`src/rtl/cas_ack_pkg.sv`:
```
package cas_ack_pkg;
  localparam int unsigned CAS_W   = 3;
  localparam int unsigned DATA_W  = 8;
  localparam int unsigned IDX_W   = 2;
  localparam logic [7:0]  CALL_OP = 8'hCD;

  typedef logic [IDX_W-1:0] byte_idx_t;

  localparam byte_idx_t IDX_FIRST  = 2'd0;
  localparam byte_idx_t IDX_SECOND = 2'd1;
  localparam byte_idx_t IDX_THIRD  = 2'd2;
endpackage

```
`src/rtl/ack_pulse_tracker.sv`:
```
module ack_pulse_tracker
  import cas_ack_pkg::*;
(
  input  logic      clk,
  input  logic      rst_n,
  input  logic      ack_n,
  input  logic      init_wr,
  input  logic      mode86,
  output logic      ack_fall,
  output logic      ack_rise,
  output byte_idx_t byte_idx,
  output logic      seq_done
);
  logic      ack_q, ack_q_nxt;
  byte_idx_t cnt_q, cnt_nxt;
  byte_idx_t last_idx;
  logic      cnt_en;

  assign last_idx = mode86 ? IDX_SECOND : IDX_THIRD;
  assign ack_fall = ack_q & ~ack_n;
  assign ack_rise = ~ack_q & ack_n;
  assign seq_done = ack_rise & (cnt_q >= last_idx);
  assign cnt_en   = init_wr | ack_rise;

  always_comb begin
    ack_q_nxt = ack_n;
    cnt_nxt   = cnt_q;
    if (init_wr || seq_done) cnt_nxt = IDX_FIRST;
    else if (ack_rise)       cnt_nxt = cnt_q + 2'd1;
  end

  always_ff @(posedge clk or negedge rst_n) begin
    if (!rst_n) begin
      ack_q <= 1'b1;
      cnt_q <= IDX_FIRST;
    end else begin
      ack_q <= ack_q_nxt;
      if (cnt_en) cnt_q <= cnt_nxt;
    end
  end

  assign byte_idx = cnt_q;

  // the count never passes the last pulse of either sequence length
  assert_cnt_range_R3: assert property (@(posedge clk) disable iff (!rst_n)
    cnt_q != 2'd3);

  // an initialization write restarts the count
  assert_init_clears_R10: assert property (@(posedge clk) disable iff (!rst_n)
    init_wr |=> byte_idx == IDX_FIRST);
endmodule

```
`src/rtl/cas_addr_master.sv`:
```
module cas_addr_master
  import cas_ack_pkg::*;
#(
  parameter int unsigned CAS_BITS = CAS_W,
  localparam int unsigned NUM_IN  = 1 << CAS_BITS
)(
  input  logic                clk,
  input  logic                rst_n,
  input  logic                is_master,
  input  logic                init_wr,
  input  logic                ack_fall,
  input  logic                ack_rise,
  input  logic                seq_done,
  input  byte_idx_t           byte_idx,
  input  logic [CAS_BITS-1:0] win_level,
  input  logic [NUM_IN-1:0]   slave_mask,
  output logic [CAS_BITS-1:0] cas_out,
  output logic                win_has_slave
);
  logic [CAS_BITS-1:0] win_q, win_nxt;
  logic [CAS_BITS-1:0] cas_q, cas_nxt;
  logic                win_en, cas_en;
  logic                first_rise;

  assign first_rise    = ack_rise & (byte_idx == IDX_FIRST);
  assign win_en        = ack_fall & (byte_idx == IDX_FIRST);
  assign cas_en        = init_wr | seq_done | first_rise;
  assign win_has_slave = slave_mask[win_q];

  always_comb begin
    win_nxt = win_level;
    cas_nxt = '0;
    if (!(init_wr || seq_done) && first_rise && is_master && win_has_slave)
      cas_nxt = win_q;
  end

  always_ff @(posedge clk or negedge rst_n) begin
    if (!rst_n) begin
      win_q <= '0;
      cas_q <= '0;
    end else begin
      if (win_en) win_q <= win_nxt;
      if (cas_en) cas_q <= cas_nxt;
    end
  end

  assign cas_out = cas_q;

  // the cascade bus is released when the final pulse ends
  assert_cas_clear_R3: assert property (@(posedge clk) disable iff (!rst_n)
    seq_done |=> cas_out == '0);

  // no slave on the winning input keeps the bus idle
  assert_cas_nomask_R4: assert property (@(posedge clk) disable iff (!rst_n)
    (first_rise && !win_has_slave && cas_out == '0) |=> cas_out == '0);

  // the address holds between the first and the final rising edges
  assert_cas_hold_R3: assert property (@(posedge clk) disable iff (!rst_n)
    (!ack_rise && !init_wr) |=> $stable(cas_out));
endmodule

```
`src/rtl/ack_data_driver.sv`:
```
module ack_data_driver
  import cas_ack_pkg::*;
#(
  parameter int unsigned CAS_BITS  = CAS_W,
  parameter int unsigned DATA_BITS = DATA_W
)(
  input  logic                 clk,
  input  logic                 rst_n,
  input  logic                 ack_n,
  input  byte_idx_t            byte_idx,
  input  logic                 mode86,
  input  logic                 is_master,
  input  logic                 buffered,
  input  logic                 win_has_slave,
  input  logic [CAS_BITS-1:0]  cas_in,
  input  logic [CAS_BITS-1:0]  own_id,
  input  logic [DATA_BITS-1:0] vec_b2,
  input  logic [DATA_BITS-1:0] vec_b3,
  output logic                 data_oe,
  output logic [DATA_BITS-1:0] data_out,
  output logic                 buf_en
);
  logic                 id_match;
  logic                 drive;
  logic [DATA_BITS-1:0] byte_val;

  assign id_match = (cas_in == own_id);

  always_comb begin
    drive    = 1'b0;
    byte_val = '0;
    unique case (byte_idx)
      IDX_FIRST: begin
        drive    = is_master & ~mode86;
        byte_val = DATA_BITS'(CALL_OP);
      end
      IDX_SECOND: begin
        drive    = is_master ? ~win_has_slave : id_match;
        byte_val = vec_b2;
      end
      IDX_THIRD: begin
        drive    = ~mode86 & (is_master ? ~win_has_slave : id_match);
        byte_val = vec_b3;
      end
      default: begin
        drive    = 1'b0;
        byte_val = '0;
      end
    endcase
  end

  assign data_oe  = ~ack_n & drive;
  assign data_out = data_oe ? byte_val : '0;
  assign buf_en   = buffered & data_oe;

  // a slave whose identity is not on the bus stays off the data bus
  assert_slave_nomatch_R8: assert property (@(posedge clk) disable iff (!rst_n)
    (!is_master && !id_match) |-> !data_oe);

  // an idle data bus carries zero
  assert_data_zero_R11: assert property (@(posedge clk) disable iff (!rst_n)
    !data_oe |-> data_out == '0);

  // the buffer opens only in buffered operation during a strobe
  assert_buf_role_R9: assert property (@(posedge clk) disable iff (!rst_n)
    buf_en |-> (buffered && !ack_n));

  // nothing is driven on the first pulse of the 86 sequence
  assert_first86_quiet_R6: assert property (@(posedge clk) disable iff (!rst_n)
    (mode86 && byte_idx == IDX_FIRST) |-> !data_oe);
endmodule

```
`src/rtl/cascade_ack_seq.sv`:
```
module cascade_ack_seq
  import cas_ack_pkg::*;
#(
  parameter int unsigned CAS_BITS  = CAS_W,
  parameter int unsigned DATA_BITS = DATA_W,
  localparam int unsigned NUM_IN   = 1 << CAS_BITS
)(
  input  logic                 clk,
  input  logic                 rst_n,
  input  logic                 init_wr,
  input  logic                 ack_n,
  input  logic                 mode86,
  input  logic                 is_master,
  input  logic                 buffered,
  input  logic [NUM_IN-1:0]    slave_mask,
  input  logic [CAS_BITS-1:0]  own_id,
  input  logic [CAS_BITS-1:0]  win_level,
  input  logic [CAS_BITS-1:0]  cas_in,
  input  logic [DATA_BITS-1:0] vec_b2,
  input  logic [DATA_BITS-1:0] vec_b3,
  output logic [CAS_BITS-1:0]  cas_out,
  output logic                 data_oe,
  output logic [DATA_BITS-1:0] data_out,
  output logic                 buf_en
);
  logic [1:0] rst_sync_q;
  logic       rst_int_n;
  logic       ack_fall, ack_rise, seq_done, win_has_slave;
  byte_idx_t  byte_idx;

  always_ff @(posedge clk or negedge rst_n) begin
    if (!rst_n) rst_sync_q <= 2'b00;
    else        rst_sync_q <= {rst_sync_q[0], 1'b1};
  end
  assign rst_int_n = rst_sync_q[1];

  ack_pulse_tracker u_track (
    .clk      (clk),
    .rst_n    (rst_int_n),
    .ack_n    (ack_n),
    .init_wr  (init_wr),
    .mode86   (mode86),
    .ack_fall (ack_fall),
    .ack_rise (ack_rise),
    .byte_idx (byte_idx),
    .seq_done (seq_done)
  );

  cas_addr_master #(.CAS_BITS(CAS_BITS)) u_cas (
    .clk           (clk),
    .rst_n         (rst_int_n),
    .is_master     (is_master),
    .init_wr       (init_wr),
    .ack_fall      (ack_fall),
    .ack_rise      (ack_rise),
    .seq_done      (seq_done),
    .byte_idx      (byte_idx),
    .win_level     (win_level),
    .slave_mask    (slave_mask),
    .cas_out       (cas_out),
    .win_has_slave (win_has_slave)
  );

  ack_data_driver #(.CAS_BITS(CAS_BITS), .DATA_BITS(DATA_BITS)) u_drv (
    .clk           (clk),
    .rst_n         (rst_int_n),
    .ack_n         (ack_n),
    .byte_idx      (byte_idx),
    .mode86        (mode86),
    .is_master     (is_master),
    .buffered      (buffered),
    .win_has_slave (win_has_slave),
    .cas_in        (cas_in),
    .own_id        (own_id),
    .vec_b2        (vec_b2),
    .vec_b3        (vec_b3),
    .data_oe       (data_oe),
    .data_out      (data_out),
    .buf_en        (buf_en)
  );

  // an 80/85 master opens every sequence with the CALL opcode
  assert_call_first_R5: assert property (@(posedge clk) disable iff (!rst_int_n)
    (is_master && !mode86 && !ack_n && byte_idx == IDX_FIRST)
      |-> (data_oe && data_out == DATA_BITS'(CALL_OP)));

  // a master yields bytes 2 and 3 to an attached slave
  assert_master_yield_R7: assert property (@(posedge clk) disable iff (!rst_int_n)
    (is_master && win_has_slave && byte_idx != IDX_FIRST) |-> !data_oe);
endmodule

```
`config.mk`:
```
export PLATFORM = sky130hd
export DESIGN_NAME = cascade_ack_seq
export DESIGN_NICKNAME = d
export VERILOG_FILES = /design/src/rtl/cas_ack_pkg.sv /design/src/rtl/ack_pulse_tracker.sv /design/src/rtl/cas_addr_master.sv /design/src/rtl/ack_data_driver.sv /design/src/rtl/cascade_ack_seq.sv
export SDC_FILE = /design/constraint.sdc
export NUM_CORES = 1
export LEC_CHECK = 0
export BUFFER_PORTS_ARGS = -buffer_cell sky130_fd_sc_hd__clkbuf_2
export CAP_MARGIN = 10
export CORE_ASPECT_RATIO = 1.2
export CORE_UTILIZATION = 35
export CTS_CLUSTER_DIAMETER = 40
export DETAILED_ROUTE_END_ITERATION = 7
export PLACE_DENSITY_LB_ADDON = 0.1
export RECOVER_POWER = 100
export SYNTH_ARGS = -nofsm -noshare
export SYNTH_HDL_FRONTEND = slang
export SYNTH_SLANG_ARGS = --single-unit
export TNS_END_PERCENT = 50
```
`constraint.sdc`:
```
create_clock -name clk -period 5.4 [get_ports clk]
set_clock_uncertainty 0.2 [all_clocks]
set_input_delay 0.54 -clock clk [delete_from_list [all_inputs] [get_ports clk]]
set_output_delay 0.54 -clock clk [all_outputs]
set_load 0.1 [all_outputs]
```
# Word-level counts from Yosys, hierarchy flattened
# Index checks and enable logic that the tools add are counted.
# classes
addsub	1
order_cmp	2
n_eq_ne	3
muxes	10
bitwise_logic	16
reduce_logical	8
# op_table
cell	count
case mux 8 bit (3 select lines)	1
AND 1 bit	9
2-to-1 mux 8 bit	1
2-to-1 mux 2 bit	3
< comparator 3 x 4 -> 1 bit, second input constant	1
inverter 1 bit	4
binary-select mux 1 bit (select 3 bit)	1
== test 3 bit	1
logical AND 1 bit	3
2-to-1 mux 3 bit	1
OR 1 bit	3
case mux 1 bit (3 select lines)	1
adder 2 x 1 -> 2 bit, second input constant	1
== test 2 x 1 -> 1 bit, second input constant	1
== test 2 bit, second input constant	1
>= comparator 2 bit	1
zero test 2 bit	1
2-to-1 mux 1 bit	2
AND reduction 2 bit	1
nonzero test 2 bit	1
zero test 1 bit	1
logical OR 1 bit	1
# totals
register_bits	11
in_bits	40
out_inout_bits	13
word_cells	45

# Depth between registers and ports, before layout
# Gate-level depths: netlist of run 1.
# depth
ltp_word	9
ltp_mapped	7
mapped_depth_nobuf	6

# By module
# Synthesis of run 1 repeated with hierarchy kept, for this count alone.
# hier_totals
cells_unflattened	86
hier_area_um2	920.9
# modules_own_cells
module	n_inst	cells_each	area_per_inst_um2	seq_area_each_um2
cas_addr_master	1	26	341.6	150.1
ack_data_driver	1	38	321.6	0.0
ack_pulse_tracker	1	19	203.9	76.3
cascade_ack_seq	1	3	53.8	50.0

# Worst setup path after synthesis of run 1
# Ideal clock, no wire load.
# synth_path
path_type	register -> output
from	register u_track.cnt_q[0], in the netlist u_track.byte_idx[0]
to	output port data_out[0]
arrival_ns	2.775
t_required_ns	4.660
slack_ns	1.885
path_stages_with_launch	8
cell_sequence	dfrtp_1 -> inv_1 -> ha_1 -> buf_2 -> nor2_1 -> o41ai_2 -> o311ai_4 -> nor2_1
# synth_between
elab_chain_cells	4
elab_cells_between_ends	7
# synth_lines
item	line_no	rtl
start, declared	ack_pulse_tracker.sv:15	byte_idx_t cnt_q, cnt_nxt;
start signal, assigned	ack_pulse_tracker.sv:38	if (cnt_en) cnt_q <= cnt_nxt;
== test 2 bit, or another cell as far along	ack_data_driver.sv:32	unique case (byte_idx)
case mux 1 bit (3 select lines)	ack_data_driver.sv:32	
AND 1 bit	ack_data_driver.sv:52	assign data_oe = ~ack_n & drive;
2-to-1 mux 8 bit *	ack_data_driver.sv:53	assign data_out = data_oe ? byte_val : '0;
end, declared	cascade_ack_seq.sv:23	output logic [DATA_BITS-1:0] data_out,
# Every way passes the cells marked *; elsewhere a longest branch is shown, timed or not.

# Worst setup path in the final report of run 1
# layout_path
from	register u_track.cnt_q[0], in the netlist u_track.byte_idx[0]
to	output port data_out[5]
# The elaborated chain is that of the path after synthesis.

==> results of run 1 <==
layer usage:
layer | global-route usage | vias up | share of wire
met2 | 0.278 | 36 | 0.51
met4 | 0.0490 | 0 | 0
li1 | - | 427 | -
met3 | 0.0129 | 0 | 0.061
met5 | 0 | - | 0
met1 | 0.172 | 365 | 0.43
layout make-up:
class                      count  area [um^2]
clock buffer                   3         22.5
clock inverter                 1         5.00
fill                         264         1160
inverter                       6         22.5
multi-input combinational     65          537
sequential                    11          277
tap                           31         38.8
timing repair buffer          55          272
how the worst max path moves through the flow:
| stage | depth (start not counted) | endpoint | slack (ns) |
|---|---|---|---|
| final | 7 | data_out[5] | 1.68 |
| after global routing | 7 | data_out[2] | 1.46 |
| after CTS | 7 | data_out[5] | 2.04 |
| after detailed placement | 7 | data_out[5] | 2.35 |
| after global placement | 7 | data_out[2] | 2.37 |
| after floorplan | 7 | data_out[0] | 1.88 |
sequential cells by signal (all words and copies together) (netlist names):
signal / flops
u_cas.win_q: 3
u_track.byte_idx: 2
rst_sync_q: 2
u_track.ack_q: 1
u_cas.cas_out: 3
worst max-delay path: cells and delay by family (launching register included):
| kind | cells | cell delay (ns) |
|---|---|---|
| fa+ha+maj | 1 | 0.39 |
| buf+inv | 2 | 1.00 |
| compound gates | 2 | 0.64 |
| simple gates | 2 | 0.27 |
| flops | 1 | 0.42 |
kinds of logic after synthesis:
logic type      share of synthesized area
simple gates                        0.137
compound gates                      0.274
other cells                       0.00432
buf+inv                            0.0562
xor+xnor                           0.0303
fa+ha+maj                          0.0865
flops                               0.318
mux                                0.0937
layout by cell type, fill, tap and decap left out:
master	instances
dfstp_2	1
a2bb2o_4	1
xor2_1	3
dfrtp_1	10
o22ai_2	1
nor4_1	1
mux2i_1	1
a221oi_1	5
a32o_1	1
clkbuf_4	3
nor3_1	1
a22oi_1	3
clkbuf_1	15
o32ai_1	1
o31ai_1	3
mux2_2	5
o311ai_4	1
mux2_4	1
clkbuf_2	37
nand2b_1	4
or3_1	1
nor2b_1	1
nor2_1	12
clkinv_2	1
o41ai_2	1
o22ai_1	1
nand2_1	3
conb_1	1
ha_1	6
a211oi_1	1
o21a_1	2
dlygate4sd3_1	3
a22o_1	2
inv_1	6
a211o_1	1
nand3b_1	1
report_power, final:
| group | switching [W] | internal, W | leakage, nW |
|---|---|---|---|
| Clock | 0.0000306 | 0.0000274 | 0.0177 |
| Combinational | 0.0000664 | 0.0000432 | 0.409 |
| Sequential | 0.00000950 | 0.0000893 | 0.138 |
| Total | 0.000106 | 0.000160 | 0.565 |
stage by stage:
stage / setup slack [ns] / instance area [um^2] / util
after floorplan: 1.88 / 868 / -
after global placement: 2.37 / 1140 / 0.490
after detailed placement: 2.35 / 1140 / 0.490
after CTS: 2.04 / 1200 / 0.515
after global routing: 1.46 / 1170 / 0.504
final: 1.68 / 1170 / 0.504
==> results.sh, run 1 <==
export IMPL_outcome="complete, no violations"
export IMPL_via_count=828
export IMPL_cts_tree="yes"
export IMPL_p_per_area_mw_per_mm2=227
export IMPL_crit_fanout=11
export IMPL_fin_hold_ws_ns=0.155
export IMPL_worstHoldEndpoint="rst_sync_q[1]"
export IMPL_grt_ovfl_total=0
export IMPL_first_global_vias=785
export IMPL_die_w_um=47.5
export IMPL_grt_total_usage=0.152
export IMPL_crit_top_cell="nor2_1"
export IMPL_synth_edf_count=0
export IMPL_drt_iter0_markers=9
export IMPL_die_area_mm2=0.00269
export IMPL_async_reset_ff_frac=1.00
export IMPL_cp_startpoint="u_track.byte_idx[0]"
export IMPL_clk_transition_reported_paths_ns=0.08
export IMPL_synth_top_area_share=0.288
export IMPL_clock_latency_ns=0.27
export IMPL_grt_max_degree=12
export IMPL_syn2layout_area_growth_pct=35.2
export IMPL_slowest_delay_ns=0.87
export IMPL_holdBufCountCts=3
export IMPL_start_kind="flip-flop"
export IMPL_period_share=0.690
export IMPL_synth_yosys_seq_area_share=0.318
export IMPL_cts_sinks=11
export IMPL_cpMaxStageDelayCell="clkbuf_1"
export IMPL_cp_arrival_ns=2.98
export IMPL_tns_ns=0
export IMPL_htree_levels=1
export IMPL_setup_viol=0
export IMPL_ff2ff_setup_slack_ns=3.28
export IMPL_fmax_mhz=269
export IMPL_first_pass_iters=4
export IMPL_yosysTopAreaCell="dfrtp_1"
export IMPL_endpoint_kind="output port"
export IMPL_syn_inst=86
export IMPL_critical_path_cell_chain="inv_1 -> ha_1 -> nor2_1 -> o41ai_2 -> o311ai_4 -> nor2_1 -> clkbuf_1"
export IMPL_crit_type="reg2out"
export IMPL_r2r_start="u_track.byte_idx[0]"
export IMPL_slew_violations=0
export IMPL_worst_pin_slew_ns=1.17
export IMPL_ys_types=33
export IMPL_gp_congestion=0.668
export IMPL_synth_ff_type="dfrtp_1"
export IMPL_post_route_min_period_ns=3.72
export IMPL_peakVddDrop_mv=0.199
export IMPL_syn_area_um2=868
export IMPL_routed_wl_mm=2.01
export IMPL_rsz0062_at_grt="no"
export IMPL_port_buffers=52
export IMPL_maxCapViolCount=0
export IMPL_synth_common_cells="nor2_1, dfrtp_1, ha_1, inv_1"
export IMPL_die_y_um=56.6
export IMPL_antenna_found_initial=0
export IMPL_root_buffer="clkbuf_4"
export IMPL_diodes=0
export IMPL_relSlewSlack=0.220
export IMPL_fin_cells=172
export IMPL_rows=19
export IMPL_cts_resized=0
export IMPL_holdCritStartpoint="rst_sync_q[0]"
export IMPL_cts_max_path_buffers=2
export IMPL_drc=0
export IMPL_wl_per_cell_um=11.7
export IMPL_cts_made_buffers=3
export IMPL_finalHoldViolations=0
export IMPL_worst_hold_path_num_cells=0
export IMPL_synth_most_common_cell="nor2_1"
export IMPL_synth_warnings=0
export IMPL_drive_above_1_share=0.369
export IMPL_syn_nets=132
export IMPL_post_dp_hpwl_mm=1.64
export IMPL_grt_pass1_wl_mm=3.06
export IMPL_place_inst=165
export IMPL_ant_nets=0
export IMPL_io_pins=53
export IMPL_leakagePower_nw=0.565
export IMPL_fin_nets=188
export IMPL_finalPower_w=0.000266
export IMPL_yosys_top_cells_area="dfrtp_1, ha_1, mux2_2"
export IMPL_synth_seq_cells=11
export IMPL_min_path_type="reg2reg"
export IMPL_avgSynthCellArea_um2=10.1
export IMPL_reg2reg_depth=6
export IMPL_post_cts_setup_buffers=0
export IMPL_coreArea_mm2=0.00233
export IMPL_viasPerCell=4.81
export IMPL_start_util=0.373
export IMPL_rr_endpoint="u_cas.cas_out[1]"
export IMPL_cp_required_ns=4.66
Power figures use the tool's default switching activity.
==> run 2: changes to the inputs <==
--- a/config.mk
+++ b/config.mk
@@ -5,6 +5,7 @@
 export SDC_FILE = /design/constraint.sdc
 export NUM_CORES = 1
 export LEC_CHECK = 0
+export ABC_AREA = 1
 export BUFFER_PORTS_ARGS = -buffer_cell sky130_fd_sc_hd__clkbuf_2
 export CAP_MARGIN = 10
 export CORE_ASPECT_RATIO = 1.2
==> constraint.sdc (replaced) <==
create_clock -name clk -period 3.7 [get_ports clk]
set_clock_uncertainty 0.2 [all_clocks]
set_input_delay 0.37 -clock clk [delete_from_list [all_inputs] [get_ports clk]]
set_output_delay 0.37 -clock clk [all_outputs]
set_load 0.1 [all_outputs]
==> run 2 against run 1 <==
Count of clock-buffer cells in the layout is 1 higher. Clock power is 35% higher. Critical path depth is 2 higher. Sequential share of layout area is 0.39 points lower. Design area is 1.7% higher. Sequential power is 63% higher. Synthesized area is 0.72% higher. Via count is 17% higher. Sequential cell count stayed put. Register-to-register slack worse by 1.5 ns. Critical endpoint is now data_out[7].
==> results.sh, run 2 <==
export IMPL_synth_seq_cells=11
export IMPL_root_buffer="clkbuf_4"
export IMPL_wl_per_cell_um=9.72
export IMPL_ant_nets=0
export IMPL_drc=0
export IMPL_synth_edf_count=0
export IMPL_synth_top_area_share=0.286
export IMPL_cts_tree="yes"
export IMPL_slowest_delay_ns=0.47
export IMPL_slew_violations=0
export IMPL_syn2layout_area_growth_pct=36.5
export IMPL_routed_wl_mm=2.07
export IMPL_first_global_vias=839
export IMPL_htree_levels=1
export IMPL_async_reset_ff_frac=1.00
export IMPL_met1_length_um=955
export IMPL_yosys_top_cells_area="dfrtp_1, inv_1, nand2_1"
export IMPL_final_common_cell="clkbuf_2"
export IMPL_final_cell_mix="clkbuf_2, inv_1, nand2_1, nor2_1, nand3_1"
export IMPL_syn_area_um2=875
export IMPL_min_path_type="reg2async"
export IMPL_diodes=0
export IMPL_finalHoldViolations=0
export IMPL_post_cts_setup_buffers=0
export IMPL_post_route_min_period_ns=3.03
export IMPL_cp_required_ns=3.13
export IMPL_avgSynthCellArea_um2=6.89
export IMPL_endpoint_kind="output port"
export IMPL_grt_ovfl_total=0
export IMPL_outcome="complete, no violations"
export IMPL_io_pins=53
export IMPL_die_area_mm2=0.00270
export IMPL_cts_resized=0
export IMPL_period_share=0.818
export IMPL_clock_latency_ns=0.26
export IMPL_leakagePower_nw=0.718
export IMPL_antenna_found_initial=0
export IMPL_syn_nets=173
export IMPL_cts_max_path_buffers=2
export IMPL_crit_fanout=10
export IMPL_viasPerCell=4.54
export IMPL_holdBufCountCts=2
export IMPL_wl_met2_um=997
export IMPL_die_y_um=56.8
export IMPL_ys_types=25
export IMPL_synth_ff_type="dfrtp_1"
export IMPL_cts_made_buffers=3
export IMPL_place_inst=207
export IMPL_die_w_um=47.6
export IMPL_cp_arrival_ns=2.46
export IMPL_start_kind="flip-flop"
export IMPL_gp_congestion=0.722
export IMPL_cts_sinks=11
export IMPL_drive_above_1_share=0.302
export IMPL_nFillCells=256
export IMPL_critical_path_cell_chain="inv_1 -> ha_1 -> inv_1 -> nand2_1 -> a21oi_1 -> nor3_1 -> nand2_4 -> nor2_1 -> clkbuf_2"
export IMPL_coreArea_mm2=0.00233
export IMPL_fin_nets=229
export IMPL_grt_max_degree=11
export IMPL_relSlewSlack=0.226
export IMPL_cpMaxStageDelayCell="clkbuf_2"
export IMPL_grt_total_usage=0.162
export IMPL_tns_ns=0
export IMPL_synth_most_common_cell="inv_1"
export IMPL_crit_type="reg2out"
export IMPL_fmax_mhz=330
export IMPL_crit_top_cell="inv_1"
export IMPL_setup_viol=0
export IMPL_post_dp_hpwl_mm=1.70
export IMPL_path_buf_inv=3
export IMPL_first_pass_iters=4
export IMPL_grt_pass1_wl_mm=3.26
export IMPL_yosysTopAreaCell="dfrtp_1"
export IMPL_clk_transition_reported_paths_ns=0.07
export IMPL_maxCapViolCount=0
export IMPL_peakVddDrop_mv=0.341
export IMPL_synth_yosys_seq_area_share=0.316
export IMPL_top_layer="met4"
export IMPL_synth_common_cells="inv_1, nand2_1, nor2_1"
export IMPL_rsz0062_at_grt="no"
export IMPL_fin_cells=213
export IMPL_drt_iter0_markers=16
export IMPL_worst_slack_ns=0.673
export IMPL_syn_inst=127
export IMPL_start_util=0.375
export IMPL_route_met3_wl_um=101
export IMPL_place_ws_ns=0.964
export IMPL_worst_pin_slew_ns=1.17
export IMPL_synth_warnings=0
export IMPL_port_buffers=52
export IMPL_rows=19
export IMPL_p_per_area_mw_per_mm2=449
export IMPL_via_count=968
export IMPL_crit_family="buffers and inverters"
run 2: per-layer routing:
metal | GRT usage | vias up
li1 | - | 516
met5 | 0 | -
met1 | 0.210 | 422
met3 | 0.0386 | 5
met4 | 0.0476 | 0
met2 | 0.258 | 25
run 2: path summary, 6_finish.rpt:
check / startpoint / endpoint / slack, ns / cells after the start
worst max-delay path: u_track.byte_idx[0] / data_out[7] / 0.67 / 9
worst min-delay path: rst_sync_q[1] / u_track.ack_q / 0.02 / 0
worst max register to register: u_track.byte_idx[0] / u_cas.cas_out[0] / 1.74 / 9
worst min register to register: rst_sync_q[1] / u_track.ack_q / 0.02 / 0
max in group asynchronous: rst_sync_q[1] / u_cas.cas_out[1] / 2.50 / 1
min in group clk: ack_n / u_track.ack_q / 0.03 / 1
run 2: cell type report:
type | instances | area, um^2 | share of cell area
repair buffers | 54 | 274 | 0.230
flip-flops and latches | 11 | 277 | 0.232
clock buffers | 4 | 26.3 | 0.0220
well taps | 31 | 38.8 | 0.0325
multi-input cells | 86 | 477 | 0.399
inverters | 27 | 101 | 0.0849
run 2: power breakdown:
part,internal [W],switching (W)
clock network,0.0000416,0.0000365
logic,0.0000857,0.000211
registers,0.000139,0.0000219
run 2: stage by stage:
step | area [um^2] | power [W] | hold slack, ns | util
5_1_grt | 1190 | 0.000579 | 0.00842 | 0.512
2_1_floorplan | 875 | 0.000399 | -0.126 | -
3_3_place_gp | 1150 | 0.000454 | -0.0568 | 0.495
6_report | 1190 | 0.000536 | 0.0164 | 0.512
4_1_cts | 1200 | 0.000544 | 0.00530 | 0.515
3_5_place_dp | 1150 | 0.000460 | -0.0547 | 0.495
run 2: cell families (layout without fill, tap and decap cells):
group / after synthesis / count (layout) / share of synthesized area
AO/OA/AOI/OAI: 19 / 19 / 0.147
adder cells (fa/ha/maj): 6 / 6 / 0.0858
buffers and inverters: 30 / 85 / 0.139
flip-flops: 11 / 11 / 0.316
multiplexers: 1 / 1 / 0.0129
other: 1 / 1 / 0.00429
AND/OR/NAND/NOR: 59 / 59 / 0.295
==> run 3: changes to the inputs <==
==> constraint.sdc (replaced) <==
create_clock -name clk -period 3.1 [get_ports clk]
set_clock_uncertainty 0.2 [all_clocks]
set_input_delay 0.31 -clock clk [delete_from_list [all_inputs] [get_ports clk]]
set_output_delay 0.31 -clock clk [all_outputs]
set_load 0.1 [all_outputs]
==> run 3 against run 2 <==
Power rose by 20%. Critical path depth is the same. Worst hold slack unchanged. Utilization rose by 0.86 points. Combinational power increased by 21%. Critical path type unchanged. Highest routed layer unchanged.
==> results.sh, run 3 (same netlist as run 2, synthesis figures left out) <==
export IMPL_clk_transition_reported_paths_ns=0.07
export IMPL_drc=0
export IMPL_drive_above_1_share=0.301
export IMPL_final_core_util=0.521
export IMPL_fmax_mhz=341
export IMPL_seq_area_um2=277
export IMPL_cts_made_buffers=3
export IMPL_die_area_mm2=0.00270
export IMPL_path_buf_inv=3
export IMPL_cpMaxStageDelayCell="buf_2"
export IMPL_start_util=0.375
export IMPL_crit_type="reg2out"
export IMPL_via_count=978
export IMPL_first_pass_iters=4
export IMPL_peakVddDrop_mv=0.407
export IMPL_rows=19
export IMPL_rsz0062_at_grt="no"
export IMPL_post_dp_hpwl_mm=1.70
export IMPL_multiInputGateArea_um2=477
export IMPL_clock_latency_ns=0.26
export IMPL_grt_pass1_wl_mm=3.29
export IMPL_final_cell_mix="clkbuf_2, inv_1, nand2_1, nor2_1, nand3_1"
export IMPL_cp_arrival_ns=2.42
export IMPL_diodes=0
export IMPL_crit_top_cell="inv_1"
export IMPL_final_common_cell="clkbuf_2"
export IMPL_leakagePower_nw=0.728
export IMPL_viasPerCell=4.57
export IMPL_ant_nets=0
export IMPL_post_route_min_period_ns=2.93
export IMPL_cp_required_ns=2.59
export IMPL_critical_path_cell_chain="inv_1 -> ha_1 -> inv_1 -> nand2_1 -> a21oi_1 -> nor3_1 -> nand2_4 -> nor2_1 -> buf_2"
export IMPL_p_per_area_mw_per_mm2=530
export IMPL_port_buffers=52
export IMPL_crit_family="simple AND/OR/NAND/NOR gates"
export IMPL_setup_viol=0
export IMPL_maxCapViolCount=0
export IMPL_fin_nets=230
export IMPL_min_path_type="reg2async"
export IMPL_cts_sinks=11
export IMPL_grt_total_usage=0.163
export IMPL_slowest_delay_ns=0.43
export IMPL_outcome="complete, no violations"
export IMPL_antenna_found_initial=0
export IMPL_cts_max_path_buffers=2
export IMPL_tns_ns=0
export IMPL_worst_pin_slew_ns=1.17
export IMPL_htree_levels=1
export IMPL_period_share=0.945
export IMPL_placed_area_mm2=0.00115
export IMPL_slew_violations=0
export IMPL_coreArea_mm2=0.00233
export IMPL_die_w_um=47.6
export IMPL_grt_ovfl_total=0
export IMPL_routed_wl_mm=2.10
export IMPL_drt_iter0_markers=19
export IMPL_endpoint_kind="output port"
export IMPL_start_kind="flip-flop"
export IMPL_nFillCells=257
export IMPL_cts_tree="yes"
export IMPL_grt_max_degree=11
export IMPL_syn2layout_area_growth_pct=38.8
export IMPL_die_y_um=56.8
export IMPL_relSlewSlack=0.226
export IMPL_crit_fanout=10
export IMPL_finalHoldViolations=0
export IMPL_wl_per_cell_um=9.82
export IMPL_final_cell_area_mm2=0.00121
export IMPL_post_cts_setup_buffers=0
export IMPL_root_buffer="clkbuf_4"
export IMPL_gp_congestion=0.722
export IMPL_first_global_vias=851
export IMPL_io_pins=53
run 3: cell count changes in the layout (fill, tap and decap cells not counted), sizes merged:
cell | previous run | this run
buf | 0 | 6
clkbuf | 56 | 50
dlygate4sd3 | 2 | 3
run 3: report_power, final:
| part | switching [W] | internal (W) |
|---|---|---|
| clock network | 0.0000435 | 0.0000497 |
| registers | 0.0000262 | 0.000166 |
| logic | 0.000251 | 0.000106 |
| total | 0.000321 | 0.000322 |
run 3: worst register-to-register path: stages (launching register included):
cell     delay [ns]
dfrtp_1        0.41
inv_1          0.15
ha_1           0.25
o21ai_0        0.16
nand3_1        0.11
nor2_1         0.20
nand2_1        0.08
nor2_1         0.17
nand3_1        0.11
nand2_1        0.07
run 3: through the flow:
step / power (W) / setup WS [ns] / hold WS [ns] / std cells
floorplan: 0.000476 / -0.00375 / -0.186 / 127
global placement: 0.000542 / 0.529 / -0.105 / 207
detailed placement: 0.000549 / 0.424 / -0.102 / 207
CTS: 0.000650 / 0.128 / 0.00530 / 214
global route: 0.000695 / 0.00247 / 0.0327 / 214
finish: 0.000643 / 0.170 / 0.0164 / 214
run 3: timing repair:
item | 4_1_cts | 5_1_grt
hold buffers | 3 | 0
gates resized for setup | 0 | 14
endpoints found under the hold margin | 11 | 0
endpoints found under the setup margin | 0 | 10
run 3: final cells by class:
cell class,count,area share
repair buffers,55,0.242
flip-flops and latches,11,0.228
well taps,31,0.0320
multi-input cells,86,0.393
clock buffers,4,0.0216
inverters,27,0.0835
run 3: per-layer routing:
metal,share of wire,global-route usage,vias up
met3,0.050,0.0386,5
met2,0.49,0.262,27
met5,0,0,-
li1,-,-,518
met4,0.0081,0.0476,0
met1,0.45,0.210,428
run 3: path summary, 6_finish.rpt:
| check | start | slack, ns | end | cells after the start |
|---|---|---|---|---|
| min in group clk | win_level[1] | 0.07 | u_cas.win_q[1] | 2 |
| min reg2reg | rst_sync_q[1] | 0.02 | u_track.ack_q | 0 |
| max | u_track.byte_idx[0] | 0.17 | data_out[7] | 9 |
| max in group asynchronous | rst_sync_q[1] | 1.90 | u_cas.cas_out[1] | 1 |
| min | rst_sync_q[1] | 0.02 | u_track.ack_q | 0 |
| max reg2reg | u_track.byte_idx[0] | 1.14 | u_cas.cas_out[0] | 9 |
